$ cat config.mk
export PLATFORM = sky130hd
export DESIGN_NAME = pp_frame_tx
export DESIGN_NICKNAME = d
export VERILOG_FILES = /design/src/rtl/pp_tx_pkg.sv /design/src/rtl/pp_tick_counter.sv /design/src/rtl/pp_bit_shifter.sv /design/src/rtl/pp_resp_timer.sv /design/src/rtl/pp_frame_tx.sv
export SDC_FILE = /design/constraint.sdc
export NUM_CORES = 1
export LEC_CHECK = 0
export BUFFER_PORTS_ARGS = -buffer_cell sky130_fd_sc_hd__buf_2
export CAP_MARGIN = 25
export CORE_MARGIN = 2
export CORE_UTILIZATION = 56
export CTS_CLUSTER_SIZE = 20
export DETAILED_ROUTE_END_ITERATION = 16
export PLACE_DENSITY = 0.81
export SKIP_CTS_REPAIR_TIMING = 1
export SLEW_MARGIN = 20
export SYNTH_ARGS = -nofsm -noshare
export SYNTH_HDL_FRONTEND = slang
export SYNTH_HIERARCHICAL = 1
export SYNTH_SLANG_ARGS = --single-unit
$ cat constraint.sdc
create_clock -name clk -period 2.9 [get_ports clk]
set_input_delay 0 -clock clk [delete_from_list [all_inputs] [get_ports clk]]
set_output_delay 0 -clock clk [all_outputs]
set_load 0.03 [all_outputs]
$ cat src/rtl/pp_tx_pkg.sv
package pp_tx_pkg;
  typedef enum logic [1:0] {
    PH_IDLE  = 2'd0,
    PH_GAP   = 2'd1,
    PH_MARK  = 2'd2,
    PH_CLOSE = 2'd3
  } pp_phase_t;
endpackage

$ cat src/rtl/pp_tick_counter.sv
module pp_tick_counter #(
  parameter int CNT_W = 8
) (
  input  logic             clk,
  input  logic             rst_n,
  input  logic             clr,
  input  logic             inc,
  output logic [CNT_W-1:0] cnt
);
  logic [CNT_W-1:0] cnt_d;
  logic [CNT_W-1:0] cnt_q;

  always_comb begin
    cnt_d = cnt_q;
    if (clr)      cnt_d = '0;
    else if (inc) cnt_d = cnt_q + 1'b1;
  end

  always_ff @(posedge clk or negedge rst_n) begin
    if (!rst_n) cnt_q <= '0;
    else        cnt_q <= cnt_d;
  end

  assign cnt = cnt_q;
endmodule

$ cat src/rtl/pp_bit_shifter.sv
module pp_bit_shifter #(
  parameter int DATA_W   = 32,
  parameter int CNT_IN_W = 6,
  parameter int LEFT_W   = 6
) (
  input  logic                clk,
  input  logic                rst_n,
  input  logic                load,
  input  logic                shift,
  input  logic [DATA_W-1:0]   data_in,
  input  logic [CNT_IN_W-1:0] count_in,
  output logic                next_bit,
  output logic                last_bit,
  output logic [LEFT_W-1:0]   bits_left
);
  logic [DATA_W-1:0] data_d, data_q;
  logic [LEFT_W-1:0] left_d, left_q;
  logic [LEFT_W-1:0] clamped;

  // Count clamp: zero becomes one, oversize becomes the full width
  always_comb begin
    if (count_in == '0)
      clamped = LEFT_W'(1);
    else if (LEFT_W'(count_in) > LEFT_W'(DATA_W) || (CNT_IN_W > LEFT_W && (count_in >> LEFT_W) != '0))
      clamped = LEFT_W'(DATA_W);
    else
      clamped = LEFT_W'(count_in);
  end

  always_comb begin
    data_d = data_q;
    left_d = left_q;
    if (load) begin
      data_d = data_in;
      left_d = clamped;
    end else if (shift) begin
      data_d = data_q >> 1;
      left_d = left_q - 1'b1;
    end
  end

  always_ff @(posedge clk or negedge rst_n) begin
    if (!rst_n) begin
      data_q <= '0;
      left_q <= '0;
    end else begin
      data_q <= data_d;
      left_q <= left_d;
    end
  end

  assign next_bit  = data_q[1];
  assign last_bit  = (left_q == LEFT_W'(1));
  assign bits_left = left_q;
endmodule

$ cat src/rtl/pp_resp_timer.sv
module pp_resp_timer #(
  parameter int RESP_W = 16
) (
  input  logic              clk,
  input  logic              rst_n,
  input  logic              clr,
  input  logic              tick_en,
  output logic [RESP_W-1:0] value
);
  logic [RESP_W-1:0] val_d, val_q;

  always_comb begin
    val_d = val_q;
    if (clr)
      val_d = '0;
    else if (tick_en && (val_q != {RESP_W{1'b1}}))
      val_d = val_q + 1'b1;
  end

  always_ff @(posedge clk or negedge rst_n) begin
    if (!rst_n) val_q <= '0;
    else        val_q <= val_d;
  end

  assign value = val_q;
endmodule

$ cat src/rtl/pp_frame_tx.sv
module pp_frame_tx
  import pp_tx_pkg::*;
#(
  parameter int DATA_W      = 32,
  parameter int GAP_TICKS   = 30,
  parameter int ONE_TICKS   = 150,
  parameter int ZERO_TICKS  = 90,
  parameter int RESP_W      = 16,
  localparam int CNT_IN_W   = $clog2(DATA_W + 1),
  localparam int LEFT_W     = $clog2(DATA_W + 1),
  localparam int CNT_W      = $clog2(ONE_TICKS + 1)
) (
  input  logic                clk,
  input  logic                rst_n,
  input  logic                tick_en,
  input  logic                start,
  input  logic [DATA_W-1:0]   data_in,
  input  logic [CNT_IN_W-1:0] bit_count,
  input  logic                ks_bit,
  output logic                ks_adv,
  output logic                carrier_on,
  output logic                busy,
  output logic                done,
  output logic [RESP_W-1:0]   resp_time
);
  localparam logic [CNT_W-1:0] GAP_END  = CNT_W'(GAP_TICKS - 1);
  localparam logic [CNT_W-1:0] ONE_END  = CNT_W'(ONE_TICKS - 1);
  localparam logic [CNT_W-1:0] ZERO_END = CNT_W'(ZERO_TICKS - 1);

  pp_phase_t        phase_d, phase_q;
  logic             enc_d, enc_q;
  logic             adv_d, adv_q;
  logic             done_d, done_q;
  logic             cnt_clr, cnt_inc;
  logic             sh_load, sh_shift;
  logic             resp_clr;
  logic             next_bit, last_bit;
  logic [LEFT_W-1:0] bits_left;
  logic [CNT_W-1:0] tick_cnt;
  logic             mark_end;

  pp_tick_counter #(.CNT_W(CNT_W)) i_tick_cnt (
    .clk (clk), .rst_n (rst_n), .clr (cnt_clr), .inc (cnt_inc), .cnt (tick_cnt)
  );

  pp_bit_shifter #(.DATA_W(DATA_W), .CNT_IN_W(CNT_IN_W), .LEFT_W(LEFT_W)) i_shifter (
    .clk (clk), .rst_n (rst_n), .load (sh_load), .shift (sh_shift),
    .data_in (data_in), .count_in (bit_count),
    .next_bit (next_bit), .last_bit (last_bit), .bits_left (bits_left)
  );

  pp_resp_timer #(.RESP_W(RESP_W)) i_resp (
    .clk (clk), .rst_n (rst_n), .clr (resp_clr), .tick_en (tick_en), .value (resp_time)
  );

  assign mark_end = tick_en && (tick_cnt == (enc_q ? ONE_END : ZERO_END));

  // Next-state logic
  always_comb begin
    phase_d  = phase_q;
    enc_d    = enc_q;
    adv_d    = 1'b0;
    done_d   = 1'b0;
    cnt_clr  = 1'b0;
    cnt_inc  = tick_en && (phase_q != PH_IDLE);
    sh_load  = 1'b0;
    sh_shift = 1'b0;
    resp_clr = 1'b0;
    unique case (phase_q)
      PH_IDLE: begin
        if (start) begin
          phase_d = PH_GAP;
          enc_d   = data_in[0] ^ ks_bit;
          sh_load = 1'b1;
          cnt_clr = 1'b1;
        end
      end
      PH_GAP: begin
        if (tick_en && tick_cnt == GAP_END) begin
          phase_d = PH_MARK;
          adv_d   = 1'b1;
        end
      end
      PH_MARK: begin
        if (mark_end) begin
          cnt_clr = 1'b1;
          if (last_bit) begin
            phase_d = PH_CLOSE;
          end else begin
            phase_d  = PH_GAP;
            sh_shift = 1'b1;
            enc_d    = next_bit ^ ks_bit;
          end
        end
      end
      PH_CLOSE: begin
        if (tick_en && tick_cnt == GAP_END) begin
          phase_d  = PH_IDLE;
          done_d   = 1'b1;
          resp_clr = 1'b1;
          cnt_clr  = 1'b1;
        end
      end
      default: phase_d = PH_IDLE;
    endcase
  end

  // State registers
  always_ff @(posedge clk or negedge rst_n) begin
    if (!rst_n) begin
      phase_q <= PH_IDLE;
      enc_q   <= 1'b0;
      adv_q   <= 1'b0;
      done_q  <= 1'b0;
    end else begin
      phase_q <= phase_d;
      enc_q   <= enc_d;
      adv_q   <= adv_d;
      done_q  <= done_d;
    end
  end

  assign carrier_on = !((phase_q == PH_GAP) || (phase_q == PH_CLOSE));
  assign busy       = (phase_q != PH_IDLE);
  assign ks_adv     = adv_q;
  assign done       = done_q;

  AST_GAP_BOUND: assert property (@(posedge clk) disable iff (!rst_n)
    (phase_q == PH_GAP) |-> (tick_cnt <= GAP_END));
  AST_MARK_BOUND: assert property (@(posedge clk) disable iff (!rst_n)
    (phase_q == PH_MARK) |-> (tick_cnt <= ONE_END));
  AST_ADV_IN_MARK: assert property (@(posedge clk) disable iff (!rst_n)
    ks_adv |-> carrier_on && busy);
  AST_DONE_AFTER_GAP: assert property (@(posedge clk) disable iff (!rst_n)
    done |-> $past(!carrier_on));
  AST_DONE_SINGLE: assert property (@(posedge clk) disable iff (!rst_n)
    done |=> !done);
  AST_RESP_CLEARED: assert property (@(posedge clk) disable iff (!rst_n)
    done |-> (resp_time == '0));
  AST_LEFT_RANGE: assert property (@(posedge clk) disable iff (!rst_n)
    busy |-> (bits_left <= LEFT_W'(DATA_W)));
  AST_START_BUSY: assert property (@(posedge clk) disable iff (!rst_n)
    (busy && start && !mark_end) |=> $stable(bits_left));
endmodule

==> results.env, run 1 <==
RUN_STATUS='completed'
VIA_COUNT=2987
SYN-CELL-AREA_UM2=3500
PD_CELLS_nW_PER_UM2=792
CRITPATHMAXFANOUT=33
LAYOUT.FILLER_CELLS=415
MIN_PERIOD_NS=2.49
HOLD-WORST-SLACK_NS=0.00730
DR.PASS1.ITERS=4
GRT_SETUP_UNREPAIRED='false'
FINISH.NET_COUNT=494
HTREEDEPTH=3
GLOBALPLACE.CONGESTION=0.821
HPWLAFTERDP_MM=4.84
CORE_AREA_UM2=5990
GR_UTIL_ALL_LAYERS_PCT=21.9
WORSTSKEWPAIRLATENCY_NS=0.35
POST_ROUTE_CELLS_DRIVE_ABOVE_1_SHARE_PCT=23.9
FIRST_GLOBAL_VIAS=2753
LARGEST_NET_DEGREE_AT_THE_START_OF_GLOBAL_ROUTING=45
CRIT_CHAIN='nand4b_1 > or2_1 > nor4_1 > and2_2 > buf_4 > mux2i_1 > o21ai_0'
FINAL-SEQ-AREA_UM2=1650
MEAN_SYN_CELL_AREA_UM2=10.1
CLK_PATH_BUF_DEPTH=2
CLOCK_TREE.ROOT_CELL='sky130_fd_sc_hd__clkbuf_8'
SETUP_TNS_NS=0
NUMBER_OF_ANTENNA_VIOLATIONS_AT_THE_FIRST_CHECK_IN_GLOBAL_ROUTING=0
CHIPHEIGHT_UM=83.1
CTS_MADE_BUFFERS=9
SYN2LAYOUT_AREA_GROWTH_PCT=28.2
DRV_SLEW=0
CRITICAL_PATH_CLASS='reg -> reg'
POSTSYNTHREGISTERBITS=66
DIEAREA_UM2=6900
REQUIRED_NS=3.11
WORST_HOLD_PATH.NUM_CELLS=3
RELSLEWSLACK_PCT=47.1
POSTSYNTHNETCOUNT=395
HP-START='tick_en'
MULTI_INPUT_AREA_UM2=1730
WORST-ENDPOINT-ARRIVAL_NS=2.70
YOSYSWARNINGCOUNT=6
WIRE_LENGTH_OF_THE_FIRST_GLOBAL_ROUTING_PASS_MM=12.5
ANTENNA-DIODE-COUNT=0
CRITPATHMAXSTAGEDELAY_NS=0.48
PERIOD_UTILIZATION_PCT=85.8
CLOCK.FMAX_MHz=402
DETAIL_ROUTE.WIRELENGTH_MM=8.49
WORST_PATH_DOMINANT_CELL_FAMILY='simple AND/OR/NAND/NOR gates'
TIMING.MAX_CAP.VIOLATIONS=0
CLK_PIN_SLEW_WORST_PATHS_NS=0.08
FF2FF_SETUP_SLACK_NS=0.41
WORSTHOLDPATHTYPE='in -> reg'
MOST_FREQUENTLY_USED_FLOP_MASTER_AFTER_SYNTHESIS='sky130_fd_sc_hd__dfrtp_1'
WORST_R2R_STARTPOINT='i_tick_cnt/cnt[5]$_DFFE_PN0P_'
DETAIL_ROUTE.ITER0.VIOLATIONS=193
DRT-WIRELENGTH-PER-CELL_UM=16.1
SYNTHDISTINCTLIBCELLS=57
SYNTH_SEQUENTIAL_AREA_RATIO_PCT=47.2
FINALCOREUTILIZATION_PCT=74.9
GRT-OVFL-TOTAL=0
IO-PIN-COUNT=63
CP_NUM_BUF_INV=1
INITIAL_UTILIZATION_PCT=58.5
MOSTFREQUENTLAYOUTCELL='sky130_fd_sc_hd__dfrtp_1'
LAYOUT.CELLS.MOST_COMMON_LIST='66 x sky130_fd_sc_hd__dfrtp_1, 62 x sky130_fd_sc_hd__buf_2, 46 x sky130_fd_sc_hd__nand2_1'
TIMING.FINAL.HOLD_VIOLATIONS=0
ROWS=28
PORT_BUFFERS=62
ENDPOINT_OF_THE_MOST_CRITICAL_REGISTER_TO_REGISTER_PATH='i_shifter/data_q[18]$_DFFE_PN0P_'
CLKSINKCOUNT=66
FP.DIEW_UM=83.1
RR_WORST_DEPTH=7
ENDPOINT_KIND='register'
ASYNC_RESET_FF_SHARE_PCT=100
POST_DRT_VIA_CELL_RATIO=5.67
SYNTH_EDF_COUNT=0
CRIT_PATH_START_KIND='register'
STATIC-LEAKAGE-POWER_nW=1.86
TIGHTESTPINTRANSITION_NS=0.793
ANT_NETS=0
FINALCLOCKSKEW_NS=0.0105
SYNTH_INSTANCES=348
DRCVIOLATIONCOUNT=0
WHS_ENDPOINT='i_resp/value[1]$_DFFE_PN0P_'
SETUP-VIOLATIONS-FINAL=0
TRITONCTS_CLOCK_TREE='yes'
POWER.IR.VDD_WORST_mV=0.420
CRITICAL_PATH.SLOWEST_CELL='sky130_fd_sc_hd__buf_4'
==> report_power, final <==
part	leakage, nW	total, mW	internal, mW	switching, mW
clock	0.123	0.931	0.571	0.361
sequential	0.838	1.65	1.28	0.369
combinational	0.896	0.975	0.436	0.539
==> layer usage <==
metal	GRT usage [%]	vias up	routed length (um)
met5	0	-	0
met4	9.54	0	180
met3	4.97	18	285
met2	34.5	86	4300
met1	29.2	1424	3720
li1	-	1459	-
==> stage by stage <==
| step | power (mW) | area, um2 | worst slack, ns | instances |
|---|---|---|---|---|
| finish | 3.55 | 4490 | 0.412 | 527 |
| global route | 3.79 | 4490 | 0.184 | 527 |
| CTS | 3.49 | 4110 | 0.485 | 489 |
| detailed placement | 2.54 | 3870 | 0.516 | 473 |
| global placement | 2.48 | 3870 | 0.607 | 473 |
| floorplan | 2.24 | 3500 | 0.728 | 348 |
==> layout make-up <==
cell class | instances | area share (%)
multi-input combinational | 254 | 38.4
inverter | 9 | 0.753
sequential | 66 | 36.8
timing repair buffer | 107 | 16.6
clock buffer | 9 | 2.76
tap | 75 | 2.09
clock inverter | 7 | 2.62
==> worst register-to-register path, cell delays in order (launching register included) <==
cell	delay (ns)
sky130_fd_sc_hd__dfrtp_1	0.41
sky130_fd_sc_hd__nand4b_1	0.19
sky130_fd_sc_hd__or2_1	0.28
sky130_fd_sc_hd__nor4_1	0.31
sky130_fd_sc_hd__and2_2	0.26
sky130_fd_sc_hd__buf_4	0.48
sky130_fd_sc_hd__mux2i_1	0.32
sky130_fd_sc_hd__o21ai_0	0.12
==> flip-flops by register name, summed over array words and instances, names as in the netlist <==
signal	flops
enc_q	1
i_shifter/bits_left	6
phase_q	2
ks_adv	1
done	1
i_tick_cnt/cnt	8
i_shifter/data_q	31
i_resp/value	16
==> logic make-up (layout without fill, tap and decap cells) <==
logic type | count (synthesis) | in the layout | share of synthesized area [%]
simple gates | 126 | 126 | 21.1
compound gates | 78 | 78 | 13.4
flops | 66 | 66 | 47.2
mux | 36 | 36 | 10.8
buf+inv | 28 | 132 | 3.61
xor+xnor | 10 | 10 | 2.50
fa+ha+maj | 4 | 4 | 1.43
==> worst max-delay path by stage <==
stage / startpoint / to / slack (ns) / cells past startpoint
finish: i_tick_cnt/cnt[5]$_DFFE_PN0P_ / i_shifter/data_q[18]$_DFFE_PN0P_ / 0.41 / 7
global route: i_tick_cnt/cnt[5]$_DFFE_PN0P_ / i_shifter/data_q[5]$_DFFE_PN0P_ / 0.18 / 7
CTS: i_tick_cnt/cnt[5]$_DFFE_PN0P_ / i_shifter/bits_left[5]$_DFFE_PN0P_ / 0.48 / 7
detailed placement: i_tick_cnt/cnt[5]$_DFFE_PN0P_ / i_shifter/data_q[15]$_DFFE_PN0P_ / 0.52 / 7
global placement: i_tick_cnt/cnt[5]$_DFFE_PN0P_ / i_shifter/data_q[26]$_DFFE_PN0P_ / 0.61 / 7
floorplan: i_tick_cnt/cnt[5]$_DFFE_PN0P_ / i_tick_cnt/cnt[5]$_DFFE_PN0P_ / 0.73 / 8
==> Yosys cell counts, drive strengths merged (4+ instances only) <==
| cell | instances | area share [%] |
|---|---|---|
| nor2 | 13 | 1.8 |
| clkbuf | 11 | 1.2 |
| a21oi | 14 | 2.0 |
| xor2 | 5 | 1.3 |
| o31ai | 7 | 1.5 |
| buf | 8 | 1.5 |
| o21ai | 47 | 6.7 |
| nor4 | 7 | 1.7 |
| nand3 | 5 | 0.71 |
| ha | 4 | 1.4 |
| or3 | 8 | 1.6 |
| xnor2 | 5 | 1.3 |
| or4 | 8 | 1.9 |
| nand4 | 9 | 1.8 |
| mux2 | 4 | 1.3 |
| mux2i | 32 | 9.5 |
| dfrtp | 66 | 47 |
| nor2b | 6 | 1.1 |
| nand2 | 46 | 4.9 |
| inv | 9 | 0.96 |
No activity file was read; power rests on OpenSTA's default activity.
==> inputs of run 2 (changes only) <==
ABC_AREA = 1   (was default)
==> run 2 against run 1 <==
The flow now finishes with violations (hold timing). Maximum frequency is 23% higher. Worst setup slack better by 0.46 ns. First-iteration DRC count is 22% lower. Sequential share of layout area is 0.49 points lower. Cell count is 24% higher. Combinational power hardly changed. Critical path type unchanged. Largest cell class unchanged. Largest power group unchanged.
==> results.env, run 2 <==
RUN_STATUS='finished with violations'
FAILED_CHECKS='hold timing'
CP_CAPTURE_POINT='i_shifter/data_q[2]$_DFFE_PN0P_'
SETUP-VIOLATIONS-FINAL=0  # unchanged
WORSTSKEWPAIRLATENCY_NS=0.34  # about the same
SYN-CELL-AREA_UM2=3720  # +6.3%
NUMBER_OF_ANTENNA_VIOLATIONS_AT_THE_FIRST_CHECK_IN_GLOBAL_ROUTING=0  # unchanged
CLK_PIN_SLEW_WORST_PATHS_NS=0.07  # about the same
STATIC-LEAKAGE-POWER_nW=2.29  # +23%
ANT_NETS=0  # unchanged
LARGEST-REGISTER='i_shifter/data_q'
TIMING.FINAL.HOLD_VIOLATIONS=1  # +1
CTS_MADE_BUFFERS=9  # unchanged
ENDPOINT_KIND='register'
GRT_SETUP_UNREPAIRED='false'
IO-PIN-COUNT=63  # unchanged
POSTSYNTHNETCOUNT=526  # +33%
PERIOD_UTILIZATION_PCT=69.9  # -16 points
SYNTH_EDF_COUNT=0  # unchanged
WORST_R2R_STARTPOINT='i_shifter/bits_left[3]$_DFFE_PN0P_'
DR.PASS1.ITERS=5  # +1
FF2FF_SETUP_SLACK_NS=0.87  # +0.46 ns
PORT_BUFFERS=62  # unchanged
MEAN_SYN_CELL_AREA_UM2=7.77  # -23%
VIA_COUNT=3544  # +19%
CLKSINKCOUNT=66  # unchanged
POWER_REPORT.INTERNAL_TOTAL_mW=2.05  # -10%
ASYNC_RESET_FF_SHARE_PCT=100  # unchanged
HPWLAFTERDP_MM=5.81  # +20%
POSTSYNTHREGISTERBITS=66  # unchanged
HTREEDEPTH=3  # unchanged
LAYOUT.CELLS.MOST_COMMON_LIST='135 x sky130_fd_sc_hd__nand2_1, 66 x sky130_fd_sc_hd__inv_1, 66 x sky130_fd_sc_hd__dfrtp_1'
SYNTH_SEQUENTIAL_AREA_RATIO_PCT=44.4  # -2.8 points
YOSYS.AREA.TOP_TYPE='sky130_fd_sc_hd__dfrtp_1'
LARGEST_NET_DEGREE_AT_THE_START_OF_GLOBAL_ROUTING=34  # -24%
CHIPHEIGHT_UM=85.5  # +2.9%
TIMING.MAX_CAP.VIOLATIONS=0  # unchanged
SETUP_TNS_NS=0  # unchanged
POST_DRT_VIA_CELL_RATIO=5.43  # -4.2%
FIN_AREA_UM2=4550  # +1.3%
LARGEST_REGISTER_FFS=31  # unchanged
YOSYSWARNINGCOUNT=6  # unchanged
ANTENNA-DIODE-COUNT=0  # unchanged
SWITCHINGPOWER_mW=1.21  # -4.7%
SYNTH_INSTANCES=479  # +38%
MULTI_INPUT_AREA_UM2=1670  # -3.3%
GRT-OVFL-TOTAL=0  # unchanged
MOST_FREQUENTLY_USED_FLOP_MASTER_AFTER_SYNTHESIS='sky130_fd_sc_hd__dfrtp_1'
DIEAREA_UM2=7320  # +6.0%
SYNTHTOPCELLSBYCOUNT='135 x sky130_fd_sc_hd__nand2_1, 66 x sky130_fd_sc_hd__dfrtp_1, 66 x sky130_fd_sc_hd__inv_1'
LAYOUT.FILLER_CELLS=493  # +19%
REQUIRED_NS=3.11  # about the same
MIN_PERIOD_NS=2.03  # -0.461 ns
WORST-ENDPOINT-ARRIVAL_NS=2.23  # -0.47 ns
YS_TOP_CELLS_BY_AREA='sky130_fd_sc_hd__dfrtp_1 44%, sky130_fd_sc_hd__nand2_1 14%, sky130_fd_sc_hd__inv_1 6.7%'
FIRST_GLOBAL_VIAS=3248  # +18%
DETAIL_ROUTE.WIRELENGTH_MM=8.71  # +2.6%
WORSTSETUPSTARTPOINT='i_shifter/bits_left[3]$_DFFE_PN0P_'
CRITPATHMAXFANOUT=33  # unchanged
POWER.IR.VDD_WORST_mV=0.514  # +22%
FP.DIEW_UM=85.5  # +2.9%
CRIT_PATH_START_KIND='register'
POST_LAYOUT_TOTAL_POWER_mW=3.26  # -8.3%
MOSTFREQUENTLAYOUTCELL='sky130_fd_sc_hd__nand2_1'
SWSHARE_PCT=37.1  # +1.4 points
SYNTHDISTINCTLIBCELLS=36  # -37%
POWER_FRAC_COMB_PCT=30.8  # +3.4 points
PD_CELLS_nW_PER_UM2=717  # -9.5%
CLOCK_TREE.ROOT_CELL='sky130_fd_sc_hd__clkbuf_8'
ENDPOINT_OF_THE_MOST_CRITICAL_REGISTER_TO_REGISTER_PATH='i_shifter/data_q[2]$_DFFE_PN0P_'
CRITICAL_PATH_CLASS='reg -> reg'
POST_ROUTE_CELLS_DRIVE_ABOVE_1_SHARE_PCT=19.6  # -4.3 points
FINISH.NET_COUNT=618  # +25%
POST_DP_CELL_AREA_UM2=4040  # +4.3%
SEQ_POWER_SHARE_PCT=45.1  # -1.3 points
FINAL-SEQ-AREA_UM2=1650  # unchanged
TIGHTESTPINTRANSITION_NS=0.860  # +0.0673 ns
CLOCK.FMAX_MHz=493  # +23%
SYNTHDOMINANTCELLAREASHARE_PCT=44.4  # -2.8 points
GLOBALPLACE.CONGESTION=0.862  # +5.0%
DETAIL_ROUTE.ITER0.VIOLATIONS=151  # -22%
WIRE_LENGTH_OF_THE_FIRST_GLOBAL_ROUTING_PASS_MM=13.7  # +10%
PART_OF_THE_POWER_IN_THE_CLOCK_NETWORK_PCT=24.1  # -2.1 points
CORE_AREA_UM2=6390  # +6.6%
ROWS=29  # +3.6%
RELSLEWSLACK_PCT=42.4  # -4.7 points
FINALCLOCKSKEW_NS=0.00980  # -0.000669 ns
RR_WORST_DEPTH=9  # +2
DRT-WIRELENGTH-PER-CELL_UM=13.3  # -17%
INITIAL_UTILIZATION_PCT=58.3  # -0.17 points
SYN2LAYOUT_AREA_GROWTH_PCT=22.2
DRV_SLEW=0  # unchanged
CLK_PATH_BUF_DEPTH=2  # unchanged
DRCVIOLATIONCOUNT=0  # unchanged
GR_UTIL_ALL_LAYERS_PCT=23.2  # +1.3 points
TRITONCTS_CLOCK_TREE='yes'
HOLD-WORST-SLACK_NS=-0.0264  # -0.0337 ns
YOSYS.CELL_COUNT.TOP_TYPE='sky130_fd_sc_hd__nand2_1'
WORSTHOLDPATHTYPE='in -> reg'
==> run 2: changes by cell type after synthesis, sizes merged, moves of 6 or more <==
cell | before | now
nand2 | 46 | 144
inv | 9 | 73
nor2 | 13 | 53
o21ai | 47 | 12
nand3 | 5 | 39
mux2i | 32 | 0
o221ai | 0 | 24
nand4 | 9 | 18
clkbuf | 11 | 3
or3 | 8 | 0
or4 | 8 | 0
nor4 | 7 | 0
o31ai | 7 | 0
nor2b | 6 | 0
==> run 2: how the worst min path moves through the flow <==
stage                 startpoint                                  to  slack, ns  cells after the start
detailed placement         rst_n       i_tick_cnt/cnt[0]$_DFFE_PN0P_       0.09                      1
global route        bit_count[1]  i_shifter/bits_left[1]$_DFFE_PN0P_      0.005                      5
floorplan                  rst_n                      done$_DFF_PN0_      -0.30                      0
global placement           rst_n       i_tick_cnt/cnt[0]$_DFFE_PN0P_       0.08                      1
finish                data_in[3]     i_shifter/data_q[3]$_DFFE_PN0P_      -0.03                      3
CTS                        rst_n        i_resp/value[13]$_DFFE_PN0P_      -0.28                      1
==> run 2: critical path, stage by stage (launching register included) <==
cell and delay, ns:
sky130_fd_sc_hd__dfrtp_1 0.42, sky130_fd_sc_hd__nor2_1 0.19, sky130_fd_sc_hd__nand2_1 0.07, sky130_fd_sc_hd__nor3_1 0.26, sky130_fd_sc_hd__nor2_1 0.10, sky130_fd_sc_hd__buf_4 0.18, sky130_fd_sc_hd__nor2_4 0.25, sky130_fd_sc_hd__inv_4 0.20
sky130_fd_sc_hd__o22ai_1 0.17, sky130_fd_sc_hd__a31oi_1 0.06
==> run 2: per-stage QoR <==
| step | utilization, % | hold WS, ns | std cells | worst slack (ns) |
|---|---|---|---|---|
| floorplan | - | -0.296 | 479 | 1.08 |
| global placement | 63.2 | 0.0801 | 606 | 0.970 |
| detailed placement | 63.2 | 0.0942 | 606 | 0.891 |
| CTS | 66.4 | -0.276 | 622 | 0.879 |
| global route | 71.2 | 0.00484 | 653 | 0.607 |
| finish | 71.2 | -0.0264 | 653 | 0.873 |
==> run 2: cells by family (layout without fill, tap and decap cells) <==
| family | Yosys count | in the layout | synth area share, % |
|---|---|---|---|
| xor+xnor | 5 | 5 | 1.18 |
| compound gates | 54 | 54 | 10.5 |
| flops | 66 | 66 | 44.4 |
| fa+ha+maj | 4 | 4 | 1.34 |
| buf+inv | 89 | 186 | 10.9 |
| simple gates | 261 | 261 | 31.7 |
==> run 2: cell type report <==
| type | count | share of cell area [%] |
|---|---|---|
| Multi-Input combinational cell | 324 | 36.7 |
| Clock buffer | 10 | 3.03 |
| Tap cell | 77 | 2.12 |
| Sequential cell | 66 | 36.3 |
| Timing Repair Buffer | 97 | 14.3 |
| Clock inverter | 6 | 1.46 |
| Inverter | 73 | 6.13 |
==> run 2: metal layers <==
| metal | GRT usage [%] | wire (um) | vias up |
|---|---|---|---|
| met5 | 0 | 0 | - |
| met3 | 4.91 | 496 | 25 |
| met4 | 8.95 | 162 | 0 |
| li1 | - | - | 1737 |
| met2 | 39.5 | 4370 | 128 |
| met1 | 29.1 | 3680 | 1654 |
==> run 2: power groups by stage <==
stage	Combinational [mW]	Clock, mW	Sequential [mW]
2_1_floorplan	0.729	0	1.47
3_3_place_gp	0.918	0	1.47
3_5_place_dp	0.960	0	1.49
4_1_cts	0.971	0.803	1.47
5_1_grt	1.15	0.836	1.52
6_report	1.00	0.784	1.47
==> inputs of run 3 (changes only) <==
ABC_AREA = 0   (was 1)
CORE_UTILIZATION = 50   (was 56)
PLACE_DENSITY = 0.77   (was 0.81)
clock period = 1.8 ns   (was 2.9 ns; I/O delays follow)
==> run 3 against run 2 <==
The run ends with setup timing left. Combinational power is 140% higher. Maximum frequency is 8.2% lower. Clock skew is 0.0038 ns higher. Cell count is 8.4% lower. Wire length is 9.4% higher. Final area is 13% higher. Sequential power is 69% higher. First-iteration DRC count is 0.66% higher. Hold slack better by 0.089 ns. Critical path depth stayed put. Critical path type unchanged.
==> results.env, run 3 (synthesis gave the netlist of run 1 again) <==
DRT-WIRELENGTH-PER-CELL_UM=15.9  # +19%
TIMING.FINAL.HOLD_VIOLATIONS=0  # -1
STDCELL_COUNT=598  # -8.4%
POST_DRT_VIA_CELL_RATIO=5.48  # +1.0%
RR_WORST_DEPTH=9  # unchanged
INITIAL_UTILIZATION_PCT=51.5  # -6.7 points
MET2_WIRELENGTH_MM=5.16  # +18%
ANT_NETS=0  # unchanged
FIRST_GLOBAL_VIAS=2982  # -8.2%
SETUP_WS_FINAL_NS=-0.407  # -1.28 ns
MOSTFREQUENTLAYOUTCELL='sky130_fd_sc_hd__dfrtp_1'
TIMING.MAX_CAP.VIOLATIONS=0  # unchanged
LARGEST-REGISTER='i_shifter/data_q'
MIN_PERIOD_NS=2.21  # +0.180 ns
FINISH.NET_COUNT=544  # -12%
GR_UTIL_ALL_LAYERS_PCT=21.4  # -1.8 points
RUN_STATUS='finished with violations'
IO-PIN-COUNT=63  # unchanged
PERIOD_UTILIZATION_PCT=123  # +53 points
POWER_FRAC_COMB_PCT=37.5  # +6.7 points
GRT_SETUP_UNREPAIRED='true'
CLOCK_TREE.ROOT_CELL='sky130_fd_sc_hd__clkbuf_8'
VIA_COUNT=3278  # -7.5%
CRITICAL_PATH_CLASS='reg -> reg'
CRIT_PATH_START_KIND='register'
WORSTHOLDPATHTYPE='in -> reg'
PD_CELLS_nW_PER_UM2=1240  # +73%
DETAILROUTE.WIRELENGTH.MET3_UM=420  # -15%
DETAIL_ROUTE.WIRELENGTH_MM=9.53  # +9.4%
DRV_SLEW=0  # unchanged
DRCVIOLATIONCOUNT=0  # unchanged
WL_MET1_MM=3.90  # +6.0%
DR.PASS1.ITERS=4  # -1
CLKSINKCOUNT=66  # unchanged
POWER_REPORT.INTERNAL_TOTAL_mW=4.03  # +96%
HPWLAFTERDP_MM=5.45  # -6.1%
HOLD-WORST-SLACK_NS=0.0628  # +0.0891 ns
DIEAREA_UM2=7690  # +5.1%
TIGHTESTPINTRANSITION_NS=0.551  # -0.309 ns
PORT_BUFFERS=62  # unchanged
RELSLEWSLACK_PCT=63.2  # +21 points
WORST_HOLD_PATH.NUM_CELLS=4  # +1
REQUIRED_NS=2.02  # -1.09 ns
POST_LAYOUT_TOTAL_POWER_mW=6.34  # +95%
FP.DIEW_UM=87.7  # +2.5%
CLK_PIN_SLEW_WORST_PATHS_NS=0.08  # about the same
LARGEST_REGISTER_FFS=31  # unchanged
WIRE_LENGTH_OF_THE_FIRST_GLOBAL_ROUTING_PASS_MM=13.1  # -4.5%
ENDPOINT_KIND='register'
STATIC-LEAKAGE-POWER_nW=2.16  # -5.5%
CORE_AREA_UM2=6790  # +6.4%
PLACEDCELLCOUNT=537  # -11%
LAYOUT.CELLS.MOST_COMMON_LIST='63 x sky130_fd_sc_hd__dfrtp_1, 62 x sky130_fd_sc_hd__buf_2, 47 x sky130_fd_sc_hd__buf_4'
GRT-OVFL-TOTAL=0  # unchanged
SEQ_POWER_SHARE_PCT=39.3  # -5.8 points
CLK_PATH_BUF_DEPTH=2  # unchanged
NUMBER_OF_ANTENNA_VIOLATIONS_AT_THE_FIRST_CHECK_IN_GLOBAL_ROUTING=0  # unchanged
TOP_SIGNAL_LAYER_USED='met4'
PART_OF_THE_POWER_IN_THE_CLOCK_NETWORK_PCT=23.2  # -0.9 points
SYN2LAYOUT_AREA_GROWTH_PCT=46.3
WORSTSKEWPAIRLATENCY_NS=0.35  # about the same
CTS_MADE_BUFFERS=9  # unchanged
SWITCHINGPOWER_mW=2.32  # +92%
TRITONCTS_CLOCK_TREE='yes'
SETUP_TNS_NS=-13.07  # -13.07 ns
POWER.IR.VDD_WORST_mV=0.660  # +28%
DETAIL_ROUTE.ITER0.VIOLATIONS=152  # +0.66%
ROWS=30  # +3.4%
CRITPATHMAXFANOUT=8  # -76%
CHIPHEIGHT_UM=87.7  # +2.5%
GLOBALPLACE.CONGESTION=0.814  # -5.5%
LARGEST_NET_DEGREE_AT_THE_START_OF_GLOBAL_ROUTING=67  # +97%
SETUP-VIOLATIONS-FINAL=50  # +50
FAILED_CHECKS='setup timing'
ANTENNA-DIODE-COUNT=0  # unchanged
FINALCLOCKSKEW_NS=0.0136  # +0.00381 ns
POST_ROUTE_CELLS_DRIVE_ABOVE_1_SHARE_PCT=35.7  # +16 points
WORST-ENDPOINT-ARRIVAL_NS=2.42  # +0.19 ns
HTREEDEPTH=3  # unchanged
CLOCK.FMAX_MHz=453  # -8.2%
SWSHARE_PCT=36.5  # -0.54 points
run 3: layout make-up:
cell class,instances,area [um2]
repair buffers,156,1210
multi-input cells,255,1870
clock buffers,10,138
flip-flops and latches,66,1660
well taps,96,120
clock inverters,6,95.1
fillers,411,1670
inverters,9,33.8
run 3: worst max-delay path, cell delays in order (launching register included):
cell and delay, ns:
sky130_fd_sc_hd__dfrtp_1 0.39, sky130_fd_sc_hd__or3_4 0.42, sky130_fd_sc_hd__nor3b_4 0.28, sky130_fd_sc_hd__nor4_4 0.08
sky130_fd_sc_hd__and2_4 0.17, sky130_fd_sc_hd__buf_4 0.13, sky130_fd_sc_hd__buf_12 0.14, sky130_fd_sc_hd__and4bb_2 0.25
sky130_fd_sc_hd__xnor2_2 0.15, sky130_fd_sc_hd__o21ai_1 0.07
run 3: layer usage:
layer / up-vias / global-route usage, %
li1: 1563 / -
met1: 1613 / 26.7
met2: 94 / 36.4
met3: 8 / 6.31
met4: 0 / 6.01
met5: - / 0
run 3: power by group through the flow:
| stage | clock (mW) | combinational, mW | sequential [mW] |
|---|---|---|---|
| floorplan | 0 | 1.01 | 2.72 |
| global placement | 0 | 2.07 | 2.45 |
| detailed placement | 0 | 2.15 | 2.48 |
| CTS | 1.50 | 2.16 | 2.46 |
| global route | 1.56 | 2.60 | 2.56 |
| finish | 1.47 | 2.38 | 2.49 |
run 3: metrics by stage:
| stage | utilization (%) | instance area (um2) | setup WS, ns |
|---|---|---|---|
| global route | 75.4 | 5120 | -0.497 |
| CTS | 66.5 | 4520 | -0.371 |
| finish | 75.4 | 5120 | -0.407 |
| detailed placement | 63.1 | 4290 | -0.355 |
| global placement | 63.1 | 4290 | -0.257 |
| floorplan | - | 3590 | -0.294 |
run 3: path summary, 6_finish.rpt:
path	from	to	slack (ns)
max	i_shifter/bits_left[4]$_DFFE_PN0P_	i_shifter/bits_left[4]$_DFFE_PN0P_	-0.41
min	tick_en	i_resp/value[1]$_DFFE_PN0P_	0.06
max reg2reg	i_shifter/bits_left[4]$_DFFE_PN0P_	i_shifter/bits_left[4]$_DFFE_PN0P_	-0.41
min reg2reg	i_shifter/data_q[6]$_DFFE_PN0P_	i_shifter/data_q[6]$_DFFE_PN0P_	0.56
max in group asynchronous	rst_n	i_tick_cnt/cnt[2]$_DFFE_PN0P_	1.28
min in group asynchronous	rst_n	phase_q[0]$_DFFE_PN0P_	0.19
